`config.mk`:
```
export PLATFORM = sky130hd
export DESIGN_NAME = l2op_seq_ctrl
export DESIGN_NICKNAME = d
export VERILOG_FILES = /design/src/rtl/l2op_pkg.sv /design/src/rtl/l2op_cmd_decode.sv /design/src/rtl/l2op_walker.sv /design/src/rtl/l2op_status.sv /design/src/rtl/l2op_seq_ctrl.sv
export SDC_FILE = /design/constraint.sdc
export NUM_CORES = 1
export LEC_CHECK = 0
export BUFFER_PORTS_ARGS = -buffer_cell sky130_fd_sc_hd__buf_2
export CORE_ASPECT_RATIO = 1.25
export CORE_MARGIN = 2
export CORE_UTILIZATION = 47
export DETAILED_ROUTE_END_ITERATION = 16
export GPL_TIMING_DRIVEN = 0
export PLACE_DENSITY = 0.82
export SYNTH_ARGS = -nofsm -noshare
export SYNTH_HDL_FRONTEND = slang
export SYNTH_SLANG_ARGS = --single-unit
```
`constraint.sdc`:
```
create_clock -name clk -period 2.5 [get_ports clk]
set_input_delay 0.625 -clock clk [delete_from_list [all_inputs] [get_ports clk]]
set_output_delay 0.625 -clock clk [all_outputs]
set_load 0.02 [all_outputs]
```
`src/rtl/l2op_pkg.sv`:
```
package l2op_pkg;

  typedef enum logic [1:0] {
    CMD_NONE = 2'd0,
    CMD_GO   = 2'd1,
    CMD_RSVD = 2'd2,
    CMD_STOP = 2'd3
  } cmd_e;

  typedef enum logic [2:0] {
    RES_NONE       = 3'd0,
    RES_OK         = 3'd1,
    RES_FAIL       = 3'd2,
    RES_ABORT_OK   = 3'd3,
    RES_ABORT_FAIL = 3'd4
  } res_e;

  localparam logic [2:0] TYPE_RESERVED = 3'd3;

  // control register field positions
  localparam int CMD_LSB  = 0;
  localparam int TYPE_LSB = 2;
  localparam int BUSY_BIT = 5;
  localparam int RES_LSB  = 6;
  localparam int HERE_BIT = 31;
  localparam int CTRL_W   = 32;

  typedef struct packed {
    logic go;        // start a walk
    logic go_empty;  // start with zero lines
    logic go_bad;    // start with reserved type
    logic stop;      // abort a walk
    logic type_we;   // latch written type
  } cmd_dec_t;

endpackage

```
`src/rtl/l2op_cmd_decode.sv`:
```
module l2op_cmd_decode
  import l2op_pkg::*;
(
  input  logic       wr_ctrl,
  input  logic [1:0] cmd,
  input  logic [2:0] op_type,
  input  logic       busy,
  input  logic       cnt_zero,
  output cmd_dec_t   dec
);

  always_comb begin
    dec = '0;
    if (wr_ctrl && !busy) begin
      dec.type_we = 1'b1;
      if (cmd == CMD_GO) begin
        if (op_type == TYPE_RESERVED) begin
          dec.go_bad = 1'b1;
        end else if (cnt_zero) begin
          dec.go_empty = 1'b1;
        end else begin
          dec.go = 1'b1;
        end
      end
    end
    if (wr_ctrl && busy && (cmd == CMD_STOP)) begin
      dec.stop = 1'b1;
    end
  end

endmodule

```
`src/rtl/l2op_walker.sv`:
```
module l2op_walker #(
  parameter int TAG_W = 42,
  parameter int CNT_W = 16
) (
  input  logic             clk,
  input  logic             rst_n,
  input  logic             load,
  input  logic [TAG_W-1:0] load_tag,
  input  logic [CNT_W-1:0] load_cnt,
  input  logic             step,
  output logic [TAG_W-1:0] tag,
  output logic [CNT_W-1:0] cnt,
  output logic             last,
  output logic             cnt_zero
);

  logic [TAG_W-1:0] tag_q, tag_d;
  logic [CNT_W-1:0] cnt_q, cnt_d;
  logic             upd_en;

  always_comb begin
    tag_d  = tag_q;
    cnt_d  = cnt_q;
    upd_en = load | step;
    if (load) begin
      tag_d = load_tag;
      cnt_d = load_cnt;
    end else if (step) begin
      tag_d = tag_q + TAG_W'(1);
      cnt_d = cnt_q - CNT_W'(1);
    end
  end

  always_ff @(posedge clk or negedge rst_n) begin
    if (!rst_n) begin
      tag_q <= '0;
      cnt_q <= '0;
    end else if (upd_en) begin
      tag_q <= tag_d;
      cnt_q <= cnt_d;
    end
  end

  assign tag      = tag_q;
  assign cnt      = cnt_q;
  assign last     = (cnt_q == CNT_W'(1));
  assign cnt_zero = (cnt_q == '0);

endmodule

```
`src/rtl/l2op_status.sv`:
```
module l2op_status
  import l2op_pkg::*;
(
  input  logic       clk,
  input  logic       rst_n,
  input  cmd_dec_t   dec,
  input  logic [2:0] new_type,
  input  logic       beat,
  input  logic       beat_err,
  input  logic       last,
  output logic       busy,
  output res_e       result,
  output logic [2:0] op_type
);

  logic       busy_q, busy_d;
  res_e       res_q, res_d;
  logic       err_q, err_d;
  logic [2:0] type_q, type_d;
  logic       err_any;
  logic       upd_en;

  assign err_any = err_q | (beat & beat_err);

  always_comb begin
    busy_d = busy_q;
    res_d  = res_q;
    err_d  = err_q;
    type_d = type_q;
    upd_en = dec.type_we | busy_q;
    if (dec.type_we) type_d = new_type;
    if (dec.go) begin
      busy_d = 1'b1;
      res_d  = RES_NONE;
      err_d  = 1'b0;
    end
    if (dec.go_empty) res_d = RES_OK;
    if (dec.go_bad)   res_d = RES_FAIL;
    if (busy_q) begin
      err_d = err_any;
      if (dec.stop) begin
        busy_d = 1'b0;
        if (err_any) res_d = RES_ABORT_FAIL;
        else         res_d = RES_ABORT_OK;
      end else if (beat && last) begin
        busy_d = 1'b0;
        if (err_any) res_d = RES_FAIL;
        else         res_d = RES_OK;
      end
    end
  end

  always_ff @(posedge clk or negedge rst_n) begin
    if (!rst_n) begin
      busy_q <= 1'b0;
      res_q  <= RES_NONE;
      err_q  <= 1'b0;
      type_q <= '0;
    end else if (upd_en) begin
      busy_q <= busy_d;
      res_q  <= res_d;
      err_q  <= err_d;
      type_q <= type_d;
    end
  end

  assign busy    = busy_q;
  assign result  = res_q;
  assign op_type = type_q;

endmodule

```
`src/rtl/l2op_seq_ctrl.sv`:
```
module l2op_seq_ctrl
  import l2op_pkg::*;
#(
  parameter  int TAG_W      = 42,
  parameter  int CNT_W      = 16,
  parameter  int LINE_SHIFT = 6,
  localparam int SPAN_W     = LINE_SHIFT + TAG_W + CNT_W,
  localparam int ADDR_W     = LINE_SHIFT + TAG_W
) (
  input  logic              clk,
  input  logic              rst_n,
  input  logic              reg_wr_en,
  input  logic              reg_sel,
  input  logic [SPAN_W-1:0] reg_wdata,
  output logic [31:0]       ctrl_rdata,
  output logic [SPAN_W-1:0] span_rdata,
  output logic              req_valid,
  output logic [2:0]        req_type,
  output logic [ADDR_W-1:0] req_addr,
  input  logic              req_ack,
  input  logic              req_err
);

  localparam int TAG_LSB = LINE_SHIFT;
  localparam int CNT_LSB = LINE_SHIFT + TAG_W;

  logic             busy;
  res_e             result;
  logic [2:0]       op_type;
  cmd_dec_t         dec;
  logic [TAG_W-1:0] tag;
  logic [CNT_W-1:0] cnt;
  logic             last;
  logic             cnt_zero;
  logic             wr_ctrl;
  logic             wr_span;
  logic             beat;
  logic             sig_unused;

  assign wr_ctrl    = reg_wr_en & ~reg_sel;
  assign wr_span    = reg_wr_en & reg_sel & ~busy;
  assign beat       = busy & req_ack;
  assign sig_unused = &{1'b0, reg_wdata[BUSY_BIT]};

  l2op_cmd_decode i_decode (
    .wr_ctrl  (wr_ctrl),
    .cmd      (reg_wdata[CMD_LSB +: 2]),
    .op_type  (reg_wdata[TYPE_LSB +: 3]),
    .busy     (busy),
    .cnt_zero (cnt_zero),
    .dec      (dec)
  );

  l2op_walker #(
    .TAG_W (TAG_W),
    .CNT_W (CNT_W)
  ) i_walker (
    .clk      (clk),
    .rst_n    (rst_n),
    .load     (wr_span),
    .load_tag (reg_wdata[TAG_LSB +: TAG_W]),
    .load_cnt (reg_wdata[CNT_LSB +: CNT_W]),
    .step     (beat),
    .tag      (tag),
    .cnt      (cnt),
    .last     (last),
    .cnt_zero (cnt_zero)
  );

  l2op_status i_status (
    .clk      (clk),
    .rst_n    (rst_n),
    .dec      (dec),
    .new_type (reg_wdata[TYPE_LSB +: 3]),
    .beat     (beat),
    .beat_err (req_err),
    .last     (last),
    .busy     (busy),
    .result   (result),
    .op_type  (op_type)
  );

  always_comb begin
    ctrl_rdata                  = '0;
    ctrl_rdata[HERE_BIT]        = 1'b1;
    ctrl_rdata[RES_LSB +: 3]    = result;
    ctrl_rdata[BUSY_BIT]        = busy;
    ctrl_rdata[TYPE_LSB +: 3]   = op_type;
  end

  assign span_rdata = {cnt, tag, {LINE_SHIFT{1'b0}}};
  assign req_valid  = busy;
  assign req_type   = op_type;
  assign req_addr   = {tag, {LINE_SHIFT{1'b0}}};

endmodule

```
==> results of run 1 <==
cell type report:
cell class,count,area share (%)
Multi-Input combinational cell,365,37.1
Buffer,101,11.8
Clock buffer,13,4.43
Timing Repair Buffer,179,15.3
Clock inverter,2,0.213
Tap cell,123,2.62
Inverter,6,0.383
Sequential cell,66,28.1
state kept, by name, summed over array words and instances, names as in the netlist:
signal	count
i_status.op_type	3
i_walker.tag	42
i_walker.cnt	16
i_status.result	3
i_status.err_q	1
i_status.busy	1
worst max-delay path by stage:
stage | cells after the start | to | from
3_3_place_gp | 8 | i_walker.tag[14]$_DFFE_PN0P_ | reg_wr_en
5_1_grt | 6 | i_walker.tag[40]$_DFFE_PN0P_ | i_walker.tag[0]$_DFFE_PN0P_
2_1_floorplan | 6 | i_walker.tag[40]$_DFFE_PN0P_ | i_walker.tag[0]$_DFFE_PN0P_
6_report | 6 | i_walker.tag[40]$_DFFE_PN0P_ | i_walker.tag[0]$_DFFE_PN0P_
3_5_place_dp | 6 | i_walker.tag[40]$_DFFE_PN0P_ | req_ack
4_1_cts | 6 | i_walker.tag[40]$_DFFE_PN0P_ | i_walker.tag[0]$_DFFE_PN0P_
routing by layer:
layer	wire, um	vias up	global-route usage (%)
li1	-	2123	-
met1	5200	2095	30.6
met2	6990	224	46.5
met3	1050	20	4.36
met4	267	0	11.2
met5	0	-	0
cell usage after synthesis, types with 3 or more instances:
cell / instances / share of area, %
xor2_1: 23 / 4.6
and2_1: 6 / 0.85
and3_1: 7 / 0.99
nand3_1: 21 / 2.4
inv_1: 6 / 0.51
a31oi_1: 8 / 1.1
o31ai_1: 3 / 0.51
nand2_1: 46 / 3.9
o21ai_0: 30 / 3.4
ha_1: 4 / 1.1
nor2_1: 30 / 2.5
nor4_1: 6 / 0.85
clkbuf_1: 14 / 1.2
dfrtp_1: 66 / 37
mux2_2: 4 / 1.0
or4_1: 4 / 0.68
and4_1: 8 / 1.6
nor3_1: 28 / 3.2
buf_4: 83 / 14
or3_1: 6 / 0.85
nand4b_1: 3 / 0.60
a211oi_1: 7 / 1.2
o211ai_1: 3 / 0.51
a21oi_1: 23 / 2.6
nand4_1: 15 / 2.1
xnor2_1: 14 / 2.8
stage by stage:
step | total power, uW | util (%) | setup slack [ps] | instance area [um2] | setup TNS (ps)
after detailed placement | 5550 | 61.4 | -19.6 | 5600 | -19.6
after CTS | 6740 | 64.4 | 60.2 | 5870 | 0
final | 6730 | 64.4 | 125 | 5870 | 0
after global placement | 5450 | 61.3 | 15.8 | 5600 | 0
after floorplan | 4390 | - | 329 | 4550 | 0
after global routing | 7090 | 64.4 | 8.03 | 5870 | 0
placed cells by master, fill, tap and decap left out, drive strengths merged, types with 2 or more instances in the layout:
cell | synthesis | final
clkbuf | 14 | 27
o21ai | 30 | 30
a21oi | 23 | 23
nand4 | 18 | 18
mux2 | 4 | 4
buf | 87 | 266
inv | 6 | 6
o31ai | 3 | 3
nor3 | 28 | 28
xnor2 | 14 | 14
dfrtp | 66 | 66
xor2 | 23 | 23
a31oi | 8 | 8
conb | 2 | 37
or4 | 4 | 4
a211oi | 7 | 7
and4 | 8 | 8
nor4 | 8 | 8
and3 | 8 | 8
a311oi | 2 | 2
o21a | 2 | 2
nand4b | 3 | 3
nor2 | 30 | 30
or2 | 2 | 2
o211ai | 3 | 3
or3 | 6 | 6
ha | 4 | 4
nand3 | 23 | 23
and2 | 6 | 6
nand2 | 47 | 47
power breakdown:
part	total [uW]	internal [uW]	leakage, uW	switching [uW]
clock	1170	718	0.000132	455
sequential	2160	1490	0.000749	663
combinational	3410	1400	0.00186	2000
total	6730	3620	0.00274	3120
cell families after synthesis:
| family | synth area share [%] |
|---|---|
| AOI/OAI and AO/OA | 11.8 |
| xor gates and xnor gates | 7.34 |
| adders and majority gates | 1.13 |
| buffers and inverters | 16.2 |
| DFF | 37.4 |
| muxes | 1.25 |
| other | 0.170 |
| and+or+nand+nor | 24.7 |
worst max-delay path: cells and delay by family (launching register included):
kind	cells	cell delay, ps
AND/OR/NAND/NOR	4	1420
adder cells (fa/ha/maj)	1	250
flip-flops	1	460
AO/OA/AOI/OAI	1	170
==> results.sh, run 1 <==
export IMPL_synth_seq_area_share_pct=37.4
export IMPL_syn_cell_area_um2=4420
export IMPL_syn2layout_area_growth_pct=33.0
export IMPL_core_area_um2=9130
export IMPL_finalCritPeriodShare_pct=95.0
export IMPL_floorplan_die_height_um=112
export IMPL_dp_hpwl_um=10200
export IMPL_grt_pass1_wl_um=20900
export IMPL_antenna_found_initial=0
export IMPL_max_slew_margin_rel_pct=42.2
export IMPL_post_cts_buffers=0
export IMPL_crit_path_max_incr_delay_ps=580
export IMPL_grt_max_degree=67
export IMPL_synth_ff_type="dfrtp_1"
export IMPL_drc=0
export IMPL_drive_gt1_share_pct=40.3
export IMPL_vias=4462
export IMPL_diodes=0
export IMPL_path_clk_slew_ps=50
export IMPL_maxCapViolCount=0
export IMPL_r2r_slack_ps=130
export IMPL_multi_input_area_um2=2180
export IMPL_overflow=0
export IMPL_end_kind="flip-flop"
export IMPL_cp_data_arrival_time_ps=2630
export IMPL_dpl_cell_count=840
export IMPL_postSynthCellCount=503
export IMPL_io_pins=218
export IMPL_die_w_um=90.7
export IMPL_hold_class="in -> async"
export IMPL_leakage_uw=0.00274
export IMPL_start_util_pct=48.4
export IMPL_drt_total_wl_um=13500
export IMPL_final_max_slew_viol_count=0
export IMPL_max_clock_path_buffers=2
export IMPL_htreeDepth=3
export IMPL_worstPathCellList="ha_1 -> nand4_2 -> nor4_4 -> nand2_4 -> or4_1 -> a31oi_1"
export IMPL_synth_cell_types=53
export IMPL_cts_resized=0
export IMPL_tightest_slew_ps=868
export IMPL_critical_path_required_ps=2760
export IMPL_clkSinkCount=66
export IMPL_num_rows=39
export IMPL_reg2reg_depth=6
export IMPL_final_hold_viol_count=0
export IMPL_peakVddDrop_mv=0.775
export IMPL_yosysWarnings=0
export IMPL_grtUsageTotal_pct=26.0
export IMPL_max_freq_mhz=421
export IMPL_timing_rr_start="i_walker.tag[0]$_DFFE_PN0P_"
export IMPL_layoutNonFillerInstCount=855
export IMPL_root_buffer="clkbuf_16"
export IMPL_cts_tree="done"
export IMPL_synthArstFlopShare_pct=100
export IMPL_min_period_ps=2370
export IMPL_syn_area_per_cell_um2=8.78
export IMPL_crit_type="reg -> reg"
export IMPL_vias_per_cell=5.22
export IMPL_num_fill_cells=775
export IMPL_first_global_vias=4206
export IMPL_clock_skew_ps=4.41
export IMPL_p_per_area_nw_per_um2=1150
export IMPL_die_area_um2=10200
export IMPL_cts_hold_buffers=0
export IMPL_setup_violations=0
export IMPL_synth_edf_count=0
export IMPL_cpMaxStageDelayCell="nor4_4"
export IMPL_cts_made_buffers=9
export IMPL_insertion_delay_ps=340
export IMPL_status="finished clean"
export IMPL_drtPass1Iterations=5
export IMPL_drtAntennaViolNets=0
export IMPL_seq_area_um2=1650
export IMPL_first_iter_violations=188
export IMPL_path_max_fanout=10
export IMPL_routabilityCongestion=0.881
export IMPL_io_buffers=179
export IMPL_cp_start_kind="flip-flop"
export IMPL_wire_per_inst_um=15.8
export IMPL_ys_seq_elements=66
export IMPL_rsz0062_at_grt="false"
export IMPL_r2r_end="i_walker.tag[40]$_DFFE_PN0P_"
export IMPL_finalHoldWorstSlack_ps=408
export IMPL_final_nets=802
Note: power is estimated with default switching activity, not from simulation.
==> run 2: changes to the inputs <==
Settings changed: BUFFER_PORTS_ARGS -buffer_cell sky130_fd_sc_hd__buf_2 to -buffer_cell sky130_fd_sc_hd__buf_4, CORE_UTILIZATION 47 to 48, CTS_BUF_LIST from default to sky130_fd_sc_hd__clkbuf_4, HOLD_SLACK_MARGIN from default to 0.08, PLACE_DENSITY 0.82 to 0.83.
==> run 2 against run 1 <==
Maximum frequency increased by 3.7%. Clock skew increased by 16 ps. Critical path depth increased by 1. Register-to-register slack improved by 80 ps. Critical path type unchanged. Cell area increased by 6.1%. Power increased by 1.7%. Clock-buffer cell count decreased by 4.
==> results.sh, run 2 (synthesis results as in run 1) <==
export IMPL_finalCritPeriodShare_pct=91.6
export IMPL_drive_gt1_share_pct=40.9
export IMPL_first_iter_violations=323
export IMPL_cts_made_buffers=9
export IMPL_clock_power_share_pct=12.0
export IMPL_reg2reg_depth=7
export IMPL_cp_data_arrival_time_ps=2630
export IMPL_max_slew_margin_rel_pct=43.9
export IMPL_intPower_uw=3710
export IMPL_maxCapViolCount=0
export IMPL_multi_input_area_um2=2180
export IMPL_core_area_um2=9030
export IMPL_root_buffer="clkbuf_4"
export IMPL_clkSinkCount=66
export IMPL_grtUsageTotal_pct=27.1
export IMPL_die_area_um2=9990
export IMPL_grt_max_degree=67
export IMPL_fin_ws_ps=210
export IMPL_drtAntennaViolNets=0
export IMPL_cp_start_kind="flip-flop"
export IMPL_crit_type="reg -> reg"
export IMPL_cts_resized=0
export IMPL_end_kind="flip-flop"
export IMPL_antenna_found_initial=1
export IMPL_vias_per_cell=5.28
export IMPL_max_clock_path_buffers=2
export IMPL_grt_pass1_wl_um=21800
export IMPL_layout_commonest_cell="buf_4"
export IMPL_first_global_vias=4476
export IMPL_p_sw_uw=3130
export IMPL_dpl_worst_slack_ps=-34.3
export IMPL_final_hold_viol_count=0
export IMPL_timing_rr_start="i_walker.tag[0]$_DFFE_PN0P_"
export IMPL_largest_reg_flops=42
export IMPL_io_buffers=179
export IMPL_setup_violations=0
export IMPL_swShare_pct=45.8
export IMPL_syn2layout_area_growth_pct=41.1
export IMPL_num_fill_cells=742
export IMPL_overflow=0
export IMPL_p_per_area_nw_per_um2=1100
export IMPL_finalHoldWorstSlack_ps=287
export IMPL_final_max_slew_viol_count=0
export IMPL_insertion_delay_ps=430
export IMPL_final_nets=805
export IMPL_drc=0
export IMPL_start_util_pct=48.9
export IMPL_path_clk_slew_ps=110
export IMPL_critical_path_required_ps=2840
export IMPL_power_uw=6850
export IMPL_status="finished clean"
export IMPL_max_freq_mhz=437
export IMPL_routabilityCongestion=0.918
export IMPL_io_pins=218
export IMPL_r2r_slack_ps=210
export IMPL_hold_class="in -> async"
export IMPL_num_rows=39
export IMPL_floorplan_die_height_um=111
export IMPL_rsz0062_at_grt="false"
export IMPL_cts_tree="done"
export IMPL_peakVddDrop_mv=0.569
export IMPL_wire_per_inst_um=16.1
export IMPL_clock_skew_ps=20.8
export IMPL_layout_common_cells="buf_4, dfrtp_1, nand2_1"
export IMPL_leakage_uw=0.00288
export IMPL_drt_total_wl_um=13800
export IMPL_cts_hold_buffers=0
export IMPL_tightest_slew_ps=842
export IMPL_seq_area_um2=1650
export IMPL_vias=4541
export IMPL_path_max_fanout=7
export IMPL_combinationalPowerShare_pct=56.1
export IMPL_p_seq_share_pct=31.9
export IMPL_min_period_ps=2290
export IMPL_htreeDepth=3
export IMPL_r2r_end="i_walker.tag[40]$_DFFE_PN0P_"
export IMPL_dp_hpwl_um=10600
export IMPL_die_w_um=89.8
export IMPL_drtPass1Iterations=5
==> run 2: cell count changes in the layout (fill, tap and decap cells not counted), moves of 2 or more <==
| cell | previous run | this run |
|---|---|---|
| buf_2 | 180 | 2 |
| buf_4 | 84 | 265 |
| clkbuf_1 | 16 | 14 |
| clkbuf_8 | 2 | 0 |
| clkbuf_16 | 9 | 0 |
| clkbuf_4 | 0 | 9 |
| bufinv_16 | 0 | 2 |
==> run 2: how the worst max path moves through the flow <==
stage                                      startpoint                            to  slack (ps)  cells after the start
after detailed placement                      req_ack  i_walker.tag[40]$_DFFE_PN0P_         -30                      6
after global routing        i_status.busy$_DFFE_PN0P_   i_walker.tag[9]$_DFFE_PN0P_          20                      7
after floorplan           i_walker.tag[0]$_DFFE_PN0P_  i_walker.tag[40]$_DFFE_PN0P_         330                      6
after global placement                        req_ack  i_walker.tag[40]$_DFFE_PN0P_          20                      6
final                     i_walker.tag[0]$_DFFE_PN0P_  i_walker.tag[40]$_DFFE_PN0P_         210                      7
after CTS                 i_walker.tag[0]$_DFFE_PN0P_  i_walker.tag[40]$_DFFE_PN0P_          70                      6
==> run 2: routing by layer <==
layer  GRT usage (%)  vias up  part of all wire, %
li1                -     2124                    -
met1            30.0     2130                   36
met2            48.0      246                   52
met3            6.59       41                  8.5
met4            13.8        0                  3.6
met5               0        -                    0
==> run 2: power groups by stage <==
stage	Combinational, uW	Sequential [uW]	Clock, uW
3_5_place_dp	3840	2190	0
3_3_place_gp	3770	2150	0
6_report	3840	2180	823
4_1_cts	3850	2170	832
5_1_grt	4090	2260	880
2_1_floorplan	1840	2550	0
==> run 2: critical path, stage by stage (launching register included) <==
cell,delay [ps]
dfrtp_1,500
ha_1,250
nand4_2,210
nor4_4,320
buf_4,210
nand2_4,80
or4_1,470
a31oi_1,170
==> run 2: layout make-up <==
class,instances,area share (%)
Sequential cell,66,26.5
Inverter,6,0.361
Multi-Input combinational cell,365,35.0
Clock inverter,7,1.51
Timing Repair Buffer,182,21.9
Buffer,101,11.1
Antenna cell,1,0.0402
Clock buffer,9,1.08
Tap cell,123,2.47
==> run 2: repair_timing <==
item	in CTS	in global routing
buffers inserted	0	3
endpoints found under the setup margin	1	1
pin swaps	1	1
==> run 2: stage by stage <==
stage                     utilization, %  area (um2)  TNS (ps)  std cells
after floorplan                        -        4550         0        538
after global placement              67.0        6050         0        840
after detailed placement            67.0        6050     -34.3        840
after CTS                           68.8        6210         0        856
after global routing                69.0        6230         0        860
final                               69.0        6230         0        860
==> run 3: changes to the inputs <==
Settings changed: CORE_ASPECT_RATIO 1.25 to default.
==> run 3 against run 2 <==
Final cell count shrank 1.7%. Global-route usage shrank 0.50 points. Clock power shrank 31%. Largest power group unchanged. Largest cell class unchanged. Critical path depth shrank 1.
==> results.sh, run 3 (synthesis results as in run 1) <==
export IMPL_max_freq_mhz=439
export IMPL_place_area_um2=6030
export IMPL_layout_commonest_cell="buf_4"
export IMPL_post_route_cell_area_um2=6140
export IMPL_routabilityCongestion=0.873
export IMPL_dp_hpwl_um=10300
export IMPL_hold_class="in -> async"
export IMPL_wire_per_inst_um=16.2
export IMPL_met1_usage_pct=34.6
export IMPL_timing_rr_start="i_walker.tag[18]$_DFFE_PN0P_"
export IMPL_drtPass1Iterations=5
export IMPL_largest_reg_flops=42
export IMPL_dpl_worst_slack_ps=-103
export IMPL_r2r_end="i_walker.tag[37]$_DFFE_PN0P_"
export IMPL_drc=0
export IMPL_p_per_area_nw_per_um2=1070
export IMPL_grt_max_degree=67
export IMPL_worstPathCellList="and4_1 -> and4_1 -> buf_2 -> nand4_2 -> or4_1 -> a31oi_1"
export IMPL_cp_depth=6
export IMPL_path_max_fanout=9
export IMPL_min_period_ps=2280
export IMPL_io_pins=218
export IMPL_start_util_pct=48.7
export IMPL_overflow=0
export IMPL_io_buffers=179
export IMPL_multi_input_area_um2=2180
export IMPL_clock_skew_ps=12.8
export IMPL_tightest_slew_ps=859
export IMPL_final_util_pct=67.7
export IMPL_cp_endpoint="i_walker.tag[37]$_DFFE_PN0P_"
export IMPL_maxCapViolCount=0
export IMPL_cp_data_arrival_time_ps=2620
export IMPL_drtAntennaViolNets=0
export IMPL_floorplan_die_height_um=99.9
export IMPL_critical_path_required_ps=2840
export IMPL_grt_pass1_wl_um=20800
export IMPL_cts_tree="done"
export IMPL_drive_gt1_share_pct=40.3
export IMPL_leakage_uw=0.00285
export IMPL_die_area_um2=9990
export IMPL_busiest_layer="met2"
export IMPL_cpMaxStageDelayCell="dfrtp_1"
export IMPL_syn2layout_area_growth_pct=39.0
export IMPL_layout_common_cells="buf_4, dfrtp_1, nand2_1"
export IMPL_clkSinkCount=66
export IMPL_root_buffer="clkbuf_4"
export IMPL_die_w_um=99.9
export IMPL_timing_critical_path_mode_cell="and4_1"
export IMPL_final_hold_viol_count=0
export IMPL_end_kind="flip-flop"
export IMPL_antenna_found_initial=0
export IMPL_first_global_vias=4140
export IMPL_crit_path_max_incr_delay_ps=490
export IMPL_drt_total_wl_um=13700
export IMPL_num_fill_cells=791
export IMPL_final_nets=804
export IMPL_grtUsageTotal_pct=26.6
export IMPL_status="finished clean"
export IMPL_diodes=0
export IMPL_final_max_slew_viol_count=0
export IMPL_max_clock_path_buffers=2
export IMPL_num_rows=35
export IMPL_setup_violations=0
export IMPL_vias_per_cell=5.33
export IMPL_cts_hold_buffers=0
export IMPL_seq_area_um2=1650
export IMPL_crit_start="i_walker.tag[18]$_DFFE_PN0P_"
export IMPL_critPathTopFamily="simple AND/OR/NAND/NOR gates"
export IMPL_fin_ws_ps=224
export IMPL_cts_made_buffers=9
export IMPL_crit_type="reg -> reg"
export IMPL_rsz0062_at_grt="false"
export IMPL_met3_usage_pct=4.94
export IMPL_first_iter_violations=266
export IMPL_peakVddDrop_mv=0.733
export IMPL_core_area_um2=9060
export IMPL_cp_start_kind="flip-flop"
export IMPL_htreeDepth=3
export IMPL_insertion_delay_ps=410
export IMPL_worst_path_buf_inv=1
export IMPL_reg2reg_depth=6
export IMPL_finalCritPeriodShare_pct=91.0
export IMPL_r2r_slack_ps=220
export IMPL_vias=4505
export IMPL_max_slew_margin_rel_pct=42.8
export IMPL_path_clk_slew_ps=110
export IMPL_gr_usage_met2_pct=44.9
[run 3: cell count changes in the layout (fill, tap and decap cells not counted), sizes merged]
cell / delta
clkinv: +3
buf: -2
bufinv: -2
clkinvlp: -2
clkbuf: +1
diode: -1
[run 3: worst min path at each step]
| stage | slack (ps) | endpoint | cells past startpoint |
|---|---|---|---|
| after floorplan | 330 | i_status.busy$_DFFE_PN0P_ | 0 |
| after global placement | 510 | i_status.result[2]$_DFFE_PN0P_ | 1 |
| after detailed placement | 520 | i_status.result[0]$_DFFE_PN0P_ | 2 |
| after CTS | 330 | i_walker.cnt[9]$_DFFE_PN0P_ | 1 |
| after global routing | 380 | i_walker.tag[27]$_DFFE_PN0P_ | 1 |
| final | 330 | i_walker.cnt[9]$_DFFE_PN0P_ | 1 |
[run 3: routing by layer]
metal	up-vias	wire, um
li1	2136	-
met1	2095	5470
met2	247	6710
met3	27	1180
met4	0	303
met5	-	0
[run 3: worst register-to-register path, delay by kind of cell (launching register included)]
kind	cells	cell delay [ps]
compound gates	1	180
simple gates	4	1280
flops	1	490
buf+inv	1	250
[run 3: metrics by stage]
step / TNS [ps] / total power, uW / std cells / hold WS, ps
final: 0 / 6600 / 845 / 326
after global routing: 0 / 6980 / 845 / 384
after CTS: 0 / 6590 / 843 / 335
after detailed placement: -673 / 6030 / 828 / 516
after global placement: -405 / 5910 / 828 / 510
after floorplan: 0 / 4390 / 538 / 329
[run 3: layout make-up]
class                   count  area share (%)
clock buffers               9            1.10
well taps                 111            2.26
flip-flops and latches     66            26.9
plain buffers             101            11.3
inverters                   6           0.367
multi-input cells         365            35.5
repair buffers            181            22.1
clock inverters             6           0.408
[run 3: repair_timing]
| item | 4_1_cts | 5_1_grt |
|---|---|---|
| resized for setup | 0 | 1 |
| buffers inserted | 0 | 2 |
| setup endpoints to repair | 0 | 3 |
[run 3: report_power, final]
part           switching, uW  internal [uW]  total (uW)
Sequential               703           1490        2190
Clock                    385            183         568
Combinational           2010           1830        3840
